==> config.mk <==
export PLATFORM = sky130hd
export DESIGN_NAME = sram_dll_bringup
export DESIGN_NICKNAME = d
export VERILOG_FILES = /design/src/rtl/bringup_pkg.sv /design/src/rtl/bringup_rst_sync.sv /design/src/rtl/bringup_timer.sv /design/src/rtl/bringup_fsm.sv /design/src/rtl/sram_dll_bringup.sv
export SDC_FILE = /design/constraint.sdc
export NUM_CORES = 1
export LEC_CHECK = 0
export CORE_ASPECT_RATIO = 0.6
export CORE_MARGIN = 1
export CORE_UTILIZATION = 52
export DETAILED_ROUTE_END_ITERATION = 16
export HOLD_SLACK_MARGIN = 0.08
export PLACE_DENSITY = 0.86
export SLEW_MARGIN = 25
export SYNTH_ARGS = -nofsm -noshare
export SYNTH_HDL_FRONTEND = slang
export SYNTH_HIERARCHICAL = 1
export SYNTH_SLANG_ARGS = --single-unit
==> constraint.sdc <==
create_clock -name clk -period 1 [get_ports clk]
set_input_delay 0.25 -clock clk [delete_from_list [all_inputs] [get_ports clk]]
set_output_delay 0.25 -clock clk [all_outputs]
set_load 0.01 [all_outputs]
==> src/rtl/bringup_pkg.sv <==
package bringup_pkg;

  typedef enum logic [2:0] {
    ST_POWER_WAIT = 3'd0,
    ST_DLL_OFF    = 3'd1,
    ST_CLK_STOP   = 3'd2,
    ST_LOCK_WAIT  = 3'd3,
    ST_READY      = 3'd4,
    ST_ERROR      = 3'd5
  } bring_st_e;

  function automatic int unsigned stop_cycles_for(input int unsigned stop_ns,
                                                  input int unsigned period_ps);
    return (stop_ns * 1000 + period_ps - 1) / period_ps + 1;
  endfunction

endpackage

==> src/rtl/bringup_rst_sync.sv <==
module bringup_rst_sync (
  input  logic clk,
  input  logic rst_n,
  output logic rst_n_sync
);

  logic [1:0] stage_q;

  always_ff @(posedge clk or negedge rst_n) begin
    if (!rst_n) begin
      stage_q <= 2'b00;
    end else begin
      stage_q <= {stage_q[0], 1'b1};
    end
  end

  assign rst_n_sync = stage_q[1];

endmodule

==> src/rtl/bringup_timer.sv <==
module bringup_timer #(
  parameter int CNT_W = 11
) (
  input  logic             clk,
  input  logic             rst_n,
  input  logic             load,
  input  logic [CNT_W-1:0] load_val,
  input  logic             run,
  output logic             expired
);

  logic [CNT_W-1:0] cnt_q;
  logic [CNT_W-1:0] cnt_d;
  logic             cnt_en;

  always_comb begin
    cnt_en = 1'b0;
    cnt_d  = cnt_q;
    if (load) begin
      cnt_en = 1'b1;
      cnt_d  = load_val;
    end else if (run && (cnt_q != '0)) begin
      cnt_en = 1'b1;
      cnt_d  = cnt_q - 1'b1;
    end
  end

  always_ff @(posedge clk or negedge rst_n) begin
    if (!rst_n) begin
      cnt_q <= '0;
    end else if (cnt_en) begin
      cnt_q <= cnt_d;
    end
  end

  assign expired = (cnt_q == '0);

endmodule

==> src/rtl/bringup_fsm.sv <==
module bringup_fsm
  import bringup_pkg::*;
#(
  parameter int CNT_W       = 11,
  parameter int LOCK_CYCLES = 2048,
  parameter int STOP_CYCLES = 5
) (
  input  logic             clk,
  input  logic             rst_n,
  input  logic             pwr_good,
  input  logic             clk_stable,
  input  logic             freq_chg,
  input  logic             pin_mode,
  input  logic             freq_low,
  input  logic             expired,
  output bring_st_e        state,
  output logic             tmr_load,
  output logic [CNT_W-1:0] tmr_val,
  output logic             tmr_run
);

  localparam logic [CNT_W-1:0] LOCK_M1 = CNT_W'(LOCK_CYCLES - 1);
  localparam logic [CNT_W-1:0] STOP_M1 = CNT_W'(STOP_CYCLES - 1);

  bring_st_e st_q;
  bring_st_e st_d;
  bring_st_e relock_st;

  // Where a DLL reset goes once the current lock is invalidated
  always_comb begin
    if (!clk_stable) begin
      relock_st = ST_DLL_OFF;
    end else if (freq_low) begin
      relock_st = ST_ERROR;
    end else if (pin_mode) begin
      relock_st = ST_DLL_OFF;
    end else begin
      relock_st = ST_CLK_STOP;
    end
  end

  always_comb begin
    st_d     = st_q;
    tmr_load = 1'b0;
    tmr_val  = '0;
    tmr_run  = 1'b0;
    if (st_q == ST_ERROR) begin
      if (freq_chg && !freq_low) begin
        st_d = ST_DLL_OFF;
      end
    end else if (!pwr_good) begin
      st_d = ST_POWER_WAIT;
    end else begin
      unique case (st_q)
        ST_POWER_WAIT: st_d = ST_DLL_OFF;
        ST_DLL_OFF: begin
          if (clk_stable) begin
            if (freq_low) begin
              st_d = ST_ERROR;
            end else if (pin_mode) begin
              st_d     = ST_LOCK_WAIT;
              tmr_load = 1'b1;
              tmr_val  = LOCK_M1;
            end else begin
              st_d     = ST_CLK_STOP;
              tmr_load = 1'b1;
              tmr_val  = STOP_M1;
            end
          end
        end
        ST_CLK_STOP, ST_LOCK_WAIT, ST_READY: begin
          if (!clk_stable || freq_chg) begin
            st_d = relock_st;
            if (relock_st == ST_CLK_STOP) begin
              tmr_load = 1'b1;
              tmr_val  = STOP_M1;
            end
          end else if (st_q == ST_CLK_STOP) begin
            if (expired) begin
              st_d     = ST_LOCK_WAIT;
              tmr_load = 1'b1;
              tmr_val  = LOCK_M1;
            end else begin
              tmr_run = 1'b1;
            end
          end else if (st_q == ST_LOCK_WAIT) begin
            if (expired) begin
              st_d = ST_READY;
            end else begin
              tmr_run = 1'b1;
            end
          end
        end
        default: st_d = ST_POWER_WAIT;
      endcase
    end
  end

  always_ff @(posedge clk or negedge rst_n) begin
    if (!rst_n) begin
      st_q <= ST_POWER_WAIT;
    end else begin
      st_q <= st_d;
    end
  end

  assign state = st_q;

endmodule

==> src/rtl/sram_dll_bringup.sv <==
module sram_dll_bringup
  import bringup_pkg::*;
#(
  parameter int CLK_PERIOD_PS = 8000,
  parameter int STOP_NS       = 30,
  parameter int LOCK_CYCLES   = 2048,
  parameter int FREQ_W        = 12,
  parameter int MIN_FREQ_MHZ  = 120
) (
  input  logic              clk,
  input  logic              rst_n,
  input  logic              pwr_good,
  input  logic              clk_stable,
  input  logic              freq_chg,
  input  logic              pin_mode,
  input  logic [FREQ_W-1:0] freq_mhz,
  output logic              dll_en_o,
  output logic              mclk_en_o,
  output logic              ready_o,
  output logic              err_o
);

  localparam int STOP_CYCLES = stop_cycles_for(STOP_NS, CLK_PERIOD_PS);
  localparam int MAX_CNT     = (LOCK_CYCLES > STOP_CYCLES) ? LOCK_CYCLES : STOP_CYCLES;
  localparam int CNT_W       = (MAX_CNT > 1) ? $clog2(MAX_CNT) : 1;

  logic             rst_n_int;
  logic             freq_low;
  logic             expired;
  logic             tmr_load;
  logic             tmr_run;
  logic [CNT_W-1:0] tmr_val;
  bring_st_e        state;

  bringup_rst_sync u_rst_sync (
    .clk        (clk),
    .rst_n      (rst_n),
    .rst_n_sync (rst_n_int)
  );

  assign freq_low = (freq_mhz < FREQ_W'(MIN_FREQ_MHZ));

  bringup_fsm #(
    .CNT_W       (CNT_W),
    .LOCK_CYCLES (LOCK_CYCLES),
    .STOP_CYCLES (STOP_CYCLES)
  ) u_fsm (
    .clk        (clk),
    .rst_n      (rst_n_int),
    .pwr_good   (pwr_good),
    .clk_stable (clk_stable),
    .freq_chg   (freq_chg),
    .pin_mode   (pin_mode),
    .freq_low   (freq_low),
    .expired    (expired),
    .state      (state),
    .tmr_load   (tmr_load),
    .tmr_val    (tmr_val),
    .tmr_run    (tmr_run)
  );

  bringup_timer #(
    .CNT_W (CNT_W)
  ) u_timer (
    .clk      (clk),
    .rst_n    (rst_n_int),
    .load     (tmr_load),
    .load_val (tmr_val),
    .run      (tmr_run),
    .expired  (expired)
  );

  assign dll_en_o  = (state == ST_LOCK_WAIT) || (state == ST_READY);
  assign mclk_en_o = (state != ST_CLK_STOP);
  assign ready_o   = (state == ST_READY);
  assign err_o     = (state == ST_ERROR);

endmodule

==> results.cfg <==
[logic_synthesis]
yosysWarningCount = 6
synth_top_area_share = 0.313
ys_ff_latch = 16
synthArstFlopShare = 1.00
syn_avg_cell_area_sq_um = 8.15
ys_types = 51
syn-cell-area_sq_um = 1280
synthTopCellsByCount = nor2_1 (18), dfrtp_1 (16), nand2_1 (14)
synth_edf_count = 0
ys_top_cells_by_area = dfrtp_1 (31%), buf_4 (6.5%), nor2_1 (5.3%)
synthCells = 157
yosysMostFrequentCell = nor2_1
yosysTopAreaCell = dfrtp_1
ys_seq_area_frac = 0.313
synth_nets = 176
ys.flop_type = dfrtp_1

[global_route]
grt_max_degree = 15
grt_usage = 0.431
antenna_found_initial = 0
grt_pass1_wl_um = 7800
gr-total-overflow = 0
grt_pass1_vias = 1516

[pwr]
p_int_uw = 2580
clkPwrFrac = 0.124
p_leak_uw = 0.000818
switching_power_uw = 2090
power.total_uw = 4670
irDropWorstVdd_mv = 1.55
sw_frac_of_total = 0.447
seqPwrFrac = 0.230
p_comb_frac = 0.645
power_density_nw_per_um2 = 2440

[floorplanning]
io_pins = 22
die_w_um = 66.1
die_y_um = 40.4
core_sq_um = 2240
rows = 13
die_area_sq_um = 2670
start_util = 0.570

[clock_tree]
cts.hold.buffers_added = 0
clk_latency_ns = 0.25
htree_levels = 1
cts_max_path_buffers = 2
cts_buffers = 3
cts_root_buf = clkbuf_8
clk_pin_slew_ns = 0.07
cts_tree = built
clkSinkCount = 16

[setup_path]
reg2reg_depth = 8
critPathLaunchType = flop
critical_path_arrival_ns = 2.54
r2r-end = u_timer/cnt_q[4]
crit_fanout = 10
cp-end-kind = flop
worstPathRequired_ns = 1.16
crit_type = flop to flop
r2r_start = u_timer/cnt_q[9]
r2r_slack_ns = -1.38

[status]
status = finished, violations left
violations = negative setup slack

[job]
cap_violations = 0

[cells_and_area]
multi_input_area_sq_um = 843
fillerInstances = 115
fin_nets = 230
syn_to_final_growth_pct = 49.8
layout-drive-gt1-share = 0.386
antennaDiodeCount = 0
regArea_sq_um = 400
finalNonFillerCells = 240
design_area_sq_um = 1920
fin_util = 0.854

[detailed_routing]
firstDrtPassIters = 5
routed-via-count = 1648
postRouteAntennaNets = 0
finalWirelength_um = 5410
drc_errors = 0
drt_iter0_markers = 287
wl_per_cell_um = 22.5
vias_per_cell = 6.87

[sta]
maxSlewViolCount = 0
worst_slack_ns = -1.38
setup_violations = 18
fmax_mhz = 421
clock_skew_ns = 0.00458
fin_crit_sh = 2.38
hold_ws_ns = 0.162
worst_slew_pin_slew_ns = 0.570
rsz0062_at_grt = true
slew_headroom = 0.619
finalHoldViolations = 0
min_period_ns = 2.38

[placement]
portBuffers = 18
dp.cells = 227
gp_congestion = 0.985
placed_cell_area_sq_um = 1730
hpwl_um = 3220

[min_path]
holdCritPathClass = input port to async pin
## state kept, by name, indices dropped and copies added (netlist names)
register	flops
u_fsm/state	3
u_timer/cnt_q	11
u_rst_sync/stage_q	2
## critical path, stage by stage, from the launching register on
cell and delay (ns):
dfrtp_1 0.41, or4_4 0.58, nor4_4 0.18, nand4bb_1 0.21, nor3_1 0.21, a21oi_1 0.11
nor2_4 0.28, nor2_1 0.10, a31oi_1 0.20
## timing repair
item	4_1_cts	5_1_grt
resized for setup	18	5
setup endpoints to repair	18	18
pin swaps	10	4
setup buffers	9	1
hold endpoints to repair	0	0
## cell usage in the layout, fill, tap and decap left out, types with 2 or more instances in the layout
master / netlist / layout
a21oi_1: 5 / 4
a31oi_1: 5 / 5
and2b_1: 2 / 2
buf_4: 11 / 45
buf_6: 0 / 3
clkbuf_8: 0 / 4
clkdlybuf4s50_1: 0 / 17
dfrtp_1: 16 / 16
inv_1: 8 / 6
inv_2: 0 / 2
nand2_1: 14 / 13
nand2b_1: 4 / 2
nand2b_4: 0 / 2
nand3_1: 6 / 4
nand3_2: 0 / 2
nand4_1: 2 / 2
nor2_1: 18 / 14
nor2_2: 0 / 3
nor2b_1: 2 / 2
nor3_1: 4 / 4
o21ai_0: 9 / 6
o21ai_1: 2 / 4
o21ai_2: 1 / 2
o311ai_1: 1 / 2
or2_2: 2 / 2
or3_1: 5 / 5
or4_1: 3 / 2
or4_4: 1 / 2
## per-layer routing
metal  wire length, um  vias up  GRT usage  part of all wire
met4               358        0      0.223             0.066
met3               699       56      0.151              0.13
met1              2080      745      0.522              0.38
met2              2270      179      0.699              0.42
li1                  -      668          -                 -
met5                 0        -          0                 0
## worst max path at each step
stage                startpoint          endpoint  slack, ns
2_1_floorplan  u_timer/cnt_q[8]  u_timer/cnt_q[5]      -1.25
3_3_place_gp       freq_mhz[10]  u_timer/cnt_q[8]      -1.43
3_5_place_dp       freq_mhz[11]  u_timer/cnt_q[7]      -1.52
4_1_cts        u_timer/cnt_q[9]  u_timer/cnt_q[7]      -1.33
5_1_grt        u_timer/cnt_q[9]  u_timer/cnt_q[7]      -1.45
6_report       u_timer/cnt_q[9]  u_timer/cnt_q[4]      -1.38
## stage by stage
step	TNS (ns)	worst slack, ns
floorplan	-15.84	-1.25
global route	-23.35	-1.45
global placement	-20.82	-1.43
CTS	-20.86	-1.33
finish	-22.29	-1.38
detailed placement	-22.04	-1.52
## layout make-up
class,instances,share of cell area
multi-input combinational,116,0.440
sequential,16,0.209
inverter,8,0.0157
timing repair buffer,66,0.287
tap,30,0.0196
clock buffer,4,0.0287
## logic make-up after synthesis
logic type                 Yosys count  synth area share
AOI/OAI and AO/OA                   39             0.235
xor gates and xnor gates             1           0.00684
adders and majority gates            1           0.00977
buffers and inverters               25             0.109
DFF                                 16             0.313
muxes                                1           0.00880
other                                1           0.00293
and+or+nand+nor                     73             0.316
## power by group through the flow
| stage | sequential, uW | combinational (uW) | clock [uW] |
|---|---|---|---|
| 2_1_floorplan | 1080 | 1340 | 0 |
| 3_3_place_gp | 1010 | 2330 | 0 |
| 3_5_place_dp | 1050 | 2490 | 0 |
| 4_1_cts | 1050 | 2680 | 591 |
| 5_1_grt | 1070 | 3140 | 604 |
| 6_report | 1070 | 3010 | 581 |
(Power assumes the default switching activity.)
